$ cat config.mk
export PLATFORM = sky130hd
export DESIGN_NAME = cfg_smbus_target
export DESIGN_NICKNAME = d
export VERILOG_FILES = /design/src/rtl/cfgbus_pkg.sv /design/src/rtl/cfgbus_sync_bit.sv /design/src/rtl/cfgbus_line_watch.sv /design/src/rtl/cfgbus_frame_fsm.sv /design/src/rtl/cfgbus_reg_file.sv /design/src/rtl/cfg_smbus_target.sv
export SDC_FILE = /design/constraint.sdc
export NUM_CORES = 1
export LEC_CHECK = 0
export BUFFER_PORTS_ARGS = -buffer_cell sky130_fd_sc_hd__buf_4
export CAP_MARGIN = 30
export CORE_ASPECT_RATIO = 1.2
export CORE_MARGIN = 10
export CORE_UTILIZATION = 54
export DETAILED_ROUTE_END_ITERATION = 6
export GPL_ROUTABILITY_DRIVEN = 0
export PLACE_DENSITY_LB_ADDON = 0.15
export SETUP_SLACK_MARGIN = 0.05
export SYNTH_ARGS = -nofsm -noshare
export SYNTH_HDL_FRONTEND = slang
export SYNTH_HIERARCHICAL = 1
export SYNTH_SLANG_ARGS = --single-unit
$ cat constraint.sdc
create_clock -name clk -period 3.39 [get_ports clk]
set_input_delay 0.678 -clock clk [delete_from_list [all_inputs] [get_ports clk]]
set_output_delay 0.678 -clock clk [all_outputs]
set_load 0.05 [all_outputs]
$ cat src/rtl/cfgbus_pkg.sv
package cfgbus_pkg;

  typedef enum logic [2:0] {
    LNK_IDLE,
    LNK_RECV,
    LNK_ACK_WAIT,
    LNK_ACK_HOLD,
    LNK_IGNORE
  } link_state_t;

  typedef enum logic [1:0] {
    ROLE_ADDR,
    ROLE_PTR,
    ROLE_DATA
  } byte_role_t;

  // A device byte is accepted when its upper seven bits match and it is a write.
  function automatic logic addr_hit(input logic [7:0] b, input logic [6:0] dev);
    return (b[7:1] == dev) && (b[0] == 1'b0);
  endfunction

  // Pointer advance, wrapping at the byte boundary.
  function automatic logic [7:0] ptr_next(input logic [7:0] p);
    return 8'(p + 8'd1);
  endfunction

  // A pointer addresses a real register only below the bank size.
  function automatic logic ptr_in_bank(input logic [7:0] p, input int unsigned n);
    return int'(p) < int'(n);
  endfunction

endpackage

$ cat src/rtl/cfgbus_sync_bit.sv
module cfgbus_sync_bit #(
  parameter int unsigned STAGES  = 2,
  parameter logic        RST_VAL = 1'b1
) (
  input  logic clk,
  input  logic rst_n,
  input  logic d,
  output logic q
);

  logic [STAGES-1:0] chain;

  generate
    if (STAGES == 1) begin : g_single
      always_ff @(posedge clk or negedge rst_n) begin
        if (!rst_n) chain <= RST_VAL;
        else        chain <= d;
      end
    end else begin : g_multi
      always_ff @(posedge clk or negedge rst_n) begin
        if (!rst_n) chain <= {STAGES{RST_VAL}};
        else        chain <= {chain[STAGES-2:0], d};
      end
    end
  endgenerate

  assign q = chain[STAGES-1];

endmodule

$ cat src/rtl/cfgbus_line_watch.sv
module cfgbus_line_watch #(
  parameter int unsigned SYNC_STAGES = 2,
  parameter int unsigned TIMEOUT_CYC = 200
) (
  input  logic clk,
  input  logic rst_n,
  input  logic scl_in,
  input  logic sda_in,
  input  logic cs_in,
  output logic scl_q,
  output logic sda_q,
  output logic sel_q,
  output logic scl_rise,
  output logic scl_fall,
  output logic start_evt,
  output logic stop_evt,
  output logic idle_evt
);

  localparam int unsigned CW = $clog2(TIMEOUT_CYC + 1);

  logic scl_p, sda_p;
  logic both_high;
  logic [CW-1:0] high_cnt;

  cfgbus_sync_bit #(.STAGES(SYNC_STAGES), .RST_VAL(1'b1)) u_scl (
    .clk(clk), .rst_n(rst_n), .d(scl_in), .q(scl_q));
  cfgbus_sync_bit #(.STAGES(SYNC_STAGES), .RST_VAL(1'b1)) u_sda (
    .clk(clk), .rst_n(rst_n), .d(sda_in), .q(sda_q));
  cfgbus_sync_bit #(.STAGES(SYNC_STAGES), .RST_VAL(1'b0)) u_sel (
    .clk(clk), .rst_n(rst_n), .d(cs_in), .q(sel_q));

  always_ff @(posedge clk or negedge rst_n) begin
    if (!rst_n) begin
      scl_p <= 1'b1;
      sda_p <= 1'b1;
    end else begin
      scl_p <= scl_q;
      sda_p <= sda_q;
    end
  end

  assign scl_rise  =  scl_q & ~scl_p;
  assign scl_fall  = ~scl_q &  scl_p;
  assign start_evt =  scl_q &  scl_p &  sda_p & ~sda_q;
  assign stop_evt  =  scl_q &  scl_p & ~sda_p &  sda_q;

  // High-time watchdog: counts while both lines rest high, fires once per stretch.
  assign both_high = scl_q & sda_q;

  always_ff @(posedge clk or negedge rst_n) begin
    if (!rst_n) begin
      high_cnt <= '0;
    end else if (!both_high) begin
      high_cnt <= '0;
    end else if (high_cnt != CW'(TIMEOUT_CYC)) begin
      high_cnt <= high_cnt + 1'b1;
    end
  end

  assign idle_evt = both_high && (high_cnt == CW'(TIMEOUT_CYC - 1));

endmodule

$ cat src/rtl/cfgbus_frame_fsm.sv
module cfgbus_frame_fsm
  import cfgbus_pkg::*;
#(
  parameter logic [6:0]  DEV_ADDR = 7'h5D,
  parameter int unsigned N_REGS   = 48
) (
  input  logic       clk,
  input  logic       rst_n,
  input  logic       sel_q,
  input  logic       sda_q,
  input  logic       scl_rise,
  input  logic       scl_fall,
  input  logic       start_evt,
  input  logic       stop_evt,
  input  logic       idle_evt,
  output logic       ack_drv,
  output logic       wr_en,
  output logic [7:0] wr_ptr,
  output logic [7:0] wr_data,
  output logic       data_done,
  output logic [2:0] bit_cnt
);

  link_state_t state;
  byte_role_t  role;
  logic [6:0]  shreg;
  logic [7:0]  ptr;
  logic [7:0]  byte_now;
  logic        byte_done;
  logic        take;

  assign byte_now  = {shreg, sda_q};
  assign byte_done = sel_q && (state == LNK_RECV) && scl_rise && (bit_cnt == 3'd7);
  assign take      = (role != ROLE_ADDR) || addr_hit(byte_now, DEV_ADDR);
  assign data_done = byte_done && (role == ROLE_DATA);
  assign wr_en     = data_done && ptr_in_bank(ptr, N_REGS);
  assign wr_ptr    = ptr;
  assign wr_data   = byte_now;

  always_ff @(posedge clk or negedge rst_n) begin
    if (!rst_n) begin
      state   <= LNK_IDLE;
      role    <= ROLE_ADDR;
      shreg   <= '0;
      ptr     <= '0;
      bit_cnt <= '0;
      ack_drv <= 1'b0;
    end else if (!sel_q) begin
      state   <= LNK_IDLE;
      bit_cnt <= '0;
      ack_drv <= 1'b0;
    end else if (start_evt) begin
      state   <= LNK_RECV;
      role    <= ROLE_ADDR;
      bit_cnt <= '0;
      ack_drv <= 1'b0;
    end else if (stop_evt || idle_evt) begin
      state   <= LNK_IDLE;
      bit_cnt <= '0;
      ack_drv <= 1'b0;
    end else begin
      unique case (state)
        LNK_RECV: begin
          if (scl_rise) begin
            shreg <= byte_now[6:0];
            if (bit_cnt == 3'd7) begin
              bit_cnt <= '0;
              state   <= take ? LNK_ACK_WAIT : LNK_IGNORE;
              unique case (role)
                ROLE_ADDR: role <= ROLE_PTR;
                ROLE_PTR: begin
                  ptr  <= byte_now;
                  role <= ROLE_DATA;
                end
                ROLE_DATA: ptr <= ptr_next(ptr);
                default: role <= ROLE_ADDR;
              endcase
            end else begin
              bit_cnt <= bit_cnt + 3'd1;
            end
          end
        end
        LNK_ACK_WAIT: begin
          if (scl_fall) begin
            ack_drv <= 1'b1;
            state   <= LNK_ACK_HOLD;
          end
        end
        LNK_ACK_HOLD: begin
          if (scl_fall) begin
            ack_drv <= 1'b0;
            state   <= LNK_RECV;
          end
        end
        default: begin
          ack_drv <= 1'b0;
        end
      endcase
    end
  end

endmodule

$ cat src/rtl/cfgbus_reg_file.sv
module cfgbus_reg_file #(
  parameter int unsigned N_REGS   = 48,
  parameter int unsigned IBUF_REG = 8'h26,
  parameter int unsigned IBUF_BIT = 6,
  parameter int unsigned OBUF_REG = 8'h01,
  parameter int unsigned OBUF_BIT = 4
) (
  input  logic                clk,
  input  logic                rst_n,
  input  logic                wr_en,
  input  logic [7:0]          wr_ptr,
  input  logic [7:0]          wr_data,
  output logic [N_REGS*8-1:0] regs_flat,
  output logic                in_buf_off,
  output logic                out_buf_pd
);

  generate
    for (genvar i = 0; i < N_REGS; i++) begin : g_reg
      logic [7:0] r_q;
      always_ff @(posedge clk or negedge rst_n) begin
        if (!rst_n) r_q <= 8'h00;
        else if (wr_en && (wr_ptr == 8'(i))) r_q <= wr_data;
      end
      assign regs_flat[i*8 +: 8] = r_q;
    end

    if (IBUF_REG < N_REGS) begin : g_ibuf
      assign in_buf_off = regs_flat[IBUF_REG*8 + IBUF_BIT];
    end else begin : g_ibuf_none
      assign in_buf_off = 1'b0;
    end

    if (OBUF_REG < N_REGS) begin : g_obuf
      assign out_buf_pd = regs_flat[OBUF_REG*8 + OBUF_BIT];
    end else begin : g_obuf_none
      assign out_buf_pd = 1'b0;
    end
  endgenerate

endmodule

$ cat src/rtl/cfg_smbus_target.sv
module cfg_smbus_target #(
  parameter logic [6:0]  DEV_ADDR    = 7'h5D,
  parameter int unsigned N_REGS      = 48,
  parameter int unsigned SYNC_STAGES = 2,
  parameter int unsigned TIMEOUT_CYC = 200
) (
  input  logic                clk,
  input  logic                rst_n,
  input  logic                cs,
  input  logic                scl_in,
  input  logic                sda_in,
  output logic                sda_pull,
  output logic [N_REGS*8-1:0] cfg_regs,
  output logic                in_buf_off,
  output logic                out_buf_pd
);

  logic       scl_q, sda_q, sel_q;
  logic       scl_rise, scl_fall;
  logic       start_evt, stop_evt, idle_evt;
  logic       wr_en, data_done;
  logic [7:0] wr_ptr, wr_data;
  logic [2:0] bit_cnt;

  cfgbus_line_watch #(
    .SYNC_STAGES(SYNC_STAGES),
    .TIMEOUT_CYC(TIMEOUT_CYC)
  ) u_watch (
    .clk(clk), .rst_n(rst_n),
    .scl_in(scl_in), .sda_in(sda_in), .cs_in(cs),
    .scl_q(scl_q), .sda_q(sda_q), .sel_q(sel_q),
    .scl_rise(scl_rise), .scl_fall(scl_fall),
    .start_evt(start_evt), .stop_evt(stop_evt), .idle_evt(idle_evt)
  );

  cfgbus_frame_fsm #(
    .DEV_ADDR(DEV_ADDR),
    .N_REGS(N_REGS)
  ) u_fsm (
    .clk(clk), .rst_n(rst_n),
    .sel_q(sel_q), .sda_q(sda_q),
    .scl_rise(scl_rise), .scl_fall(scl_fall),
    .start_evt(start_evt), .stop_evt(stop_evt), .idle_evt(idle_evt),
    .ack_drv(sda_pull),
    .wr_en(wr_en), .wr_ptr(wr_ptr), .wr_data(wr_data),
    .data_done(data_done), .bit_cnt(bit_cnt)
  );

  cfgbus_reg_file #(
    .N_REGS(N_REGS)
  ) u_regs (
    .clk(clk), .rst_n(rst_n),
    .wr_en(wr_en), .wr_ptr(wr_ptr), .wr_data(wr_data),
    .regs_flat(cfg_regs),
    .in_buf_off(in_buf_off), .out_buf_pd(out_buf_pd)
  );

endmodule

==> summary.txt, run 1 <==
Clock network
  – CTS tree: built
  – Num Clock Sinks: 424
  – Clock root buffer: clkbuf_16
  – Post-CTS Setup Inserts: 0
  – Clock transition at the registers of the reported paths: 0.06 ns
  – # resized after CTS: 0
  – CTS Buffer Depth: 3
  – Clock Latency Late Sink: 0.54 ns
  – Num CTS Buffers: 43
  – Hold buffer count at CTS: 0
  – H-tree Lvls: 2

Yosys
  – Number of synthesized flops with an enable pin: 0
  – Register area share after synthesis: 62.9%
  – Synthesized cell area: 0.0169 mm²
  – Synth area leader: dfrtp_1
  – Mux share of post-synthesis cell area: 26.2%
  – Syn_nets: 1,119
  – Adder and majority cell fraction of the synthesized area: 0.593%
  – Yosys top cell area share: 62.0%
  – Cells after Synth: 1,106
  – Distinct cell type count after synthesis: 57
  – Post-synthesis async set-or-reset flop share: 100%
  – Largest cells by area after synthesis: dfrtp_1, mux2_2, dfstp_2
  – Simple-Gate Fraction of Synth Area: 6.19%
  – Yosys reg bits: 424
  – Largest family of logic cells by synthesized area: multiplexers
  – Commonest cells in the netlist: dfrtp_1, mux2_2, clkbuf_1
  – Post-synthesis compound-gate area fraction: 1.63%
  – Syn_area_per_cell: 15.3 µm²
  – Top-count cell post-synth: dfrtp_1
  – Xor and xnor fraction of the mapped netlist area: 0.104%
  – Main synth FF type: dfrtp_1
  – Synth warn: 6

Detailed routing
  – Vias per cell: 5.63
  – Total number of vias: 10,800
  – DRT antenna net count: 0
  – Post-Route WL: 48,400 µm
  – Drt first pass iters: 5
  – # DRC: 0
  – Initial DRC count: 731
  – Wire per inst: 25.2 µm

Place
  – HPWL Detailed: 33,200 µm
  – I/O Buffers: 391
  – Inst Count DP: 1,843
  – Pre-CTS WS: 0.409 ns

Final layout
  – Final non-filler cell total: 1,918
  – Nets@finish: 1,505
  – Area grow syn2layout: 28.4%
  – Ant. Diodes: 0
  – Share of layout cells above drive strength 1: 60.1%
  – Utilization after layout: 70.6%

STA
  – Clock skew: 0.0203 ns
  – Final period util: 88.9%
  – Setup violators final: 0
  – Fin worst setup slack: 0.376 ns
  – Sum Neg Setup Slack: 0 ns
  – Slew HR: 37.7%
  – Fin. max-slew vios: 0
  – Worst slew pin tran: 0.921 ns
  – RSZ-0062 raised after global routing: false
  – Fmax: 0.332 GHz
  – Min Clock Period, post-route: 3.01 ns
  – Hold Vio Cnt, Final: 0

Floorplanning
  – Die Y: 214 µm
  – Ports: 392
  – Die area: 0.0387 mm²
  – Starting Density: 55.0%
  – Die width: 181 µm
  – Core ar.: 0.0307 mm²
  – Cell row count: 70

Global routing
  – First-pass GRT wire length: 72,500 µm
  – Largest net degree at the start of global routing: 99
  – Initial antenna violation count: 0
  – Vias in the first global route: 11,400
  – Gr usage total: 24.1%
  – Grt total ovfl: 0

Worst setup path
  – Worst-case reg-to-reg path depth: 8
  – Setup CP Type: reg2reg
  – Reg2Reg Setup Slack: 0.38 ns
  – Startpoint types: flop
  – Critical path origin: u_watch/u_scl/chain[1]
  – Worst R2R End: u_regs/g_reg[13].r_q[3]
  – Critical path endpoint category: flop
  – Reg-to-reg startpoint: u_watch/u_scl/chain[1]
  – CP required: 3.79 ns
  – Arrival @ worst endpoint: 3.42 ns
  – Crit path capture: u_regs/g_reg[13].r_q[3]
  – CP Max Fanout: 30

Power
  – PwrDens: 463 mW/mm²
  – Worst IR Drop VDD: 0.000442 V
  – Leakage Power: 11.6 nW

Worst hold path
  – Worst Hold Class: in2async

Run
  – Max-cap violations: 0

Outcome
  – Status: completed
registers in the layout, summed over array words and instances, names as in the netlist, 2 cells and up:
signal	count
u_fsm/bit_cnt	3
u_fsm/role	2
u_fsm/shreg	7
u_fsm/state	3
u_fsm/wr_ptr	8
u_regs/g.r_q	384
u_watch/high_cnt	8
u_watch/u_scl/chain	2
u_watch/u_sda/chain	2
u_watch/u_sel/chain	2
critical path, cell delays in order (launching register included):
cell and delay, ns:
dfstp_2 0.57, nor2b_1 0.26, and4b_1 0.28, and4b_1 0.21, and3_1 0.17, nor4b_2 0.30, buf_12 0.24, and3_1 0.47
mux2_2 0.40
cell type report:
class                           count  area [µm²]
Tap cell                          396         495
Timing Repair Buffer              420        3210
Multi-Input combinational cell    593        5870
Sequential cell                   424       10600
Inverter                           10        37.5
Fill cell                        2127        9000
Clock buffer                       67        1310
Clock inverter                      8         105
placed cells by master, fill, tap and decap left out, drive strengths merged, types with 7 or more instances in the layout:
cell,count
nor3,7
and4b,7
nand2,24
and4bb,7
dfrtp,418
a21oi,15
and3,16
inv,11
nor4b,7
clkbuf,67
buf,420
ha,8
o21ai,9
mux2,390
nand3,39
how the worst min path moves through the flow:
| stage | endpoint | slack [ns] | cells past startpoint |
|---|---|---|---|
| 3_3_place_gp | u_watch/u_sel/chain[1] | 0.34 | 0 |
| 6_report | u_regs/g_reg[37].r_q[4] | 0.03 | 1 |
| 5_1_grt | u_regs/g_reg[37].r_q[4] | 0.03 | 1 |
| 3_5_place_dp | u_watch/u_scl/chain[1] | 0.35 | 0 |
| 2_1_floorplan | u_watch/u_sel/chain[1] | 0.33 | 0 |
| 4_1_cts | u_regs/g_reg[37].r_q[5] | 0.02 | 1 |
stage by stage:
| stage | power, mW | instance area (µm²) | hold slack, ns |
|---|---|---|---|
| after global placement | 5.44 | 20200 | 0.340 |
| after detailed placement | 5.44 | 20200 | 0.352 |
| after global routing | 10.4 | 21700 | 0.0310 |
| after floorplan | 5.27 | 16900 | 0.331 |
| after CTS | 10.1 | 21700 | 0.0203 |
| final | 10.0 | 21700 | 0.0323 |
logic make-up (layout without fill, tap and decap cells):
logic type,after synthesis,after routing
xor+xnor,2,2
mux,393,393
compound gates,42,42
simple gates,148,148
fa+ha+maj,8,8
buf+inv,89,505
flops,424,424
power breakdown:
group	total [mW]	switching [mW]	internal, mW
clock network	4.68	1.87	2.80
registers	5.11	0.0309	5.08
logic	0.233	0.193	0.0407
layer usage:
metal  GRT usage, %  vias up  share of wire [%]
met2           41.0      369                 51
met5              0        -                  0
met1           28.6     5632                 39
met3           7.72       71                7.7
li1               -     4721                  -
met4           7.69        0                3.0
(Power assumes the default switching activity.)
==> run 2, diff against run 1 <==
- PLACE_DENSITY: default -> 0.83
- PLACE_DENSITY_LB_ADDON: 0.15 -> default
==> run 2 against run 1 <==
Compared with the run above:
- non-clock buffer count shrank 1
- global-route usage grew 0.95 points
- count of clock-buffer cells in the layout shrank 6
- largest cell class unchanged
==> summary.txt, run 2 (same netlist as run 1, synthesis figures left out) <==
Outcome
  – Status: completed

STA
  – Worst slew pin tran: 0.786 ns
  – Sum Neg Setup Slack: 0 ns
  – Fmax: 0.323 GHz
  – Hold Vio Cnt, Final: 0
  – Setup violators final: 0
  – Fin. max-slew vios: 0
  – Clock skew: 0.0130 ns
  – Final period util: 91.3%
  – Slew HR: 46.9%
  – Min Clock Period, post-route: 3.09 ns
  – RSZ-0062 raised after global routing: false

Floorplanning
  – Die area: 0.0387 mm²
  – Ports: 392
  – Die Y: 214 µm
  – Core ar.: 0.0307 mm²
  – Cell row count: 70
  – Die width: 181 µm
  – Starting Density: 55.0%

Final layout
  – Commonest non-fill, non-tap cell in the layout: buf_4
  – Commonest cells after routing, fill and taps aside: buf_4, dfrtp_1, mux2_2, clkbuf_16, nand3_1
  – Nets@finish: 1,502
  – Area grow syn2layout: 28.0%
  – Utilization after layout: 70.4%
  – Number of flip-flops in the largest register: 384
  – Share of layout cells above drive strength 1: 60.2%
  – Ant. Diodes: 0
  – Top register by number of flip-flops: u_regs/g.r_q

Global routing
  – Initial antenna violation count: 0
  – First-pass GRT wire length: 74,900 µm
  – Gr usage total: 25.0%
  – Grt total ovfl: 0
  – Vias in the first global route: 11,800
  – Largest net degree at the start of global routing: 104

Clock network
  – CTS tree: built
  – Hold buffer count at CTS: 0
  – Num CTS Buffers: 41
  – Clock transition at the registers of the reported paths: 0.06 ns
  – # resized after CTS: 0
  – Num Clock Sinks: 424
  – CTS Buffer Depth: 3
  – H-tree Lvls: 2
  – Post-CTS Setup Inserts: 0
  – Clock root buffer: clkbuf_16
  – Clock Latency Late Sink: 0.54 ns

Detailed routing
  – Vias per cell: 5.69
  – Post-Route WL: 49,800 µm
  – DRT antenna net count: 0
  – Wire per inst: 26.1 µm
  – # DRC: 0
  – Initial DRC count: 754
  – Drt first pass iters: 6
  – Total number of vias: 10,900

Worst setup path
  – Setup CP Type: reg2reg
  – Reg2Reg Setup Slack: 0.30 ns
  – Arrival @ worst endpoint: 3.51 ns
  – CP required: 3.80 ns
  – CP Max Fanout: 30
  – Startpoint types: flop
  – Critical path endpoint category: flop

Power
  – PwrDens: 462 mW/mm²
  – Leakage Power: 11.6 nW
  – Worst IR Drop VDD: 0.000480 V

Place
  – HPWL Detailed: 34,100 µm
  – I/O Buffers: 391

Worst hold path
  – Worst Hold Class: in2async

Run
  – Max-cap violations: 0
==> run 2: metal layers <==
metal / routed length (µm) / global-route usage [%]
met5: 0 / 0
met4: 2400 / 11.7
met3: 3410 / 6.91
met2: 25000 / 42.4
met1: 19000 / 29.2
==> run 2: metrics by stage <==
step                      instances  total power, mW  setup slack, ns  cell area [µm²]  hold WS [ns]
final                          1912             9.98            0.295            21600        0.0787
after global routing           1912             10.3            0.133            21600        0.0907
after CTS                      1912             10.0            0.341            21600        0.0824
after floorplan                1106             5.27            0.711            16900         0.331
after global placement         1842             5.44            0.396            20200         0.337
after detailed placement       1842             5.45            0.351            20200         0.340
==> run 2: layout make-up <==
cell class / count / area (µm²)
inverters: 10 / 37.5
fillers: 2094 / 9060
clock inverters: 9 / 130
clock buffers: 61 / 1230
well taps: 396 / 495
repair buffers: 419 / 3200
flip-flops and latches: 424 / 10600
multi-input cells: 593 / 5870
==> run 2: critical path, stage by stage, from the launching register on <==
cell	delay (ns)
dfstp_2	0.57
nor2b_1	0.26
and4b_1	0.27
and4b_1	0.20
and3_1	0.17
nor4b_2	0.31
buf_12	0.24
and3_1	0.54
mux2_2	0.40
==> run 2: path summary, 6_finish.rpt <==
kind / start / end / cells past startpoint
min in group clk: sda_in / u_watch/u_sda/chain[0] / 1
max in group asynchronous: rst_n / u_regs/g_reg[19].r_q[2] / 2
setup / recovery: u_watch/u_scl/chain[1] / u_regs/g_reg[2].r_q[4] / 8
hold reg to reg: u_watch/u_sel/chain[0] / u_watch/u_sel/chain[1] / 0
setup reg to reg: u_watch/u_scl/chain[1] / u_regs/g_reg[2].r_q[4] / 8
hold / removal: rst_n / u_regs/g_reg[30].r_q[1] / 1
==> run 2: power by group <==
group,total [mW],leakage (nW),switching [mW],internal [mW]
sequential,5.10,5.89,0.0218,5.08
combinational,0.251,5.00,0.209,0.0422
clock,4.63,0.669,1.89,2.73
total,9.98,11.6,2.12,7.85
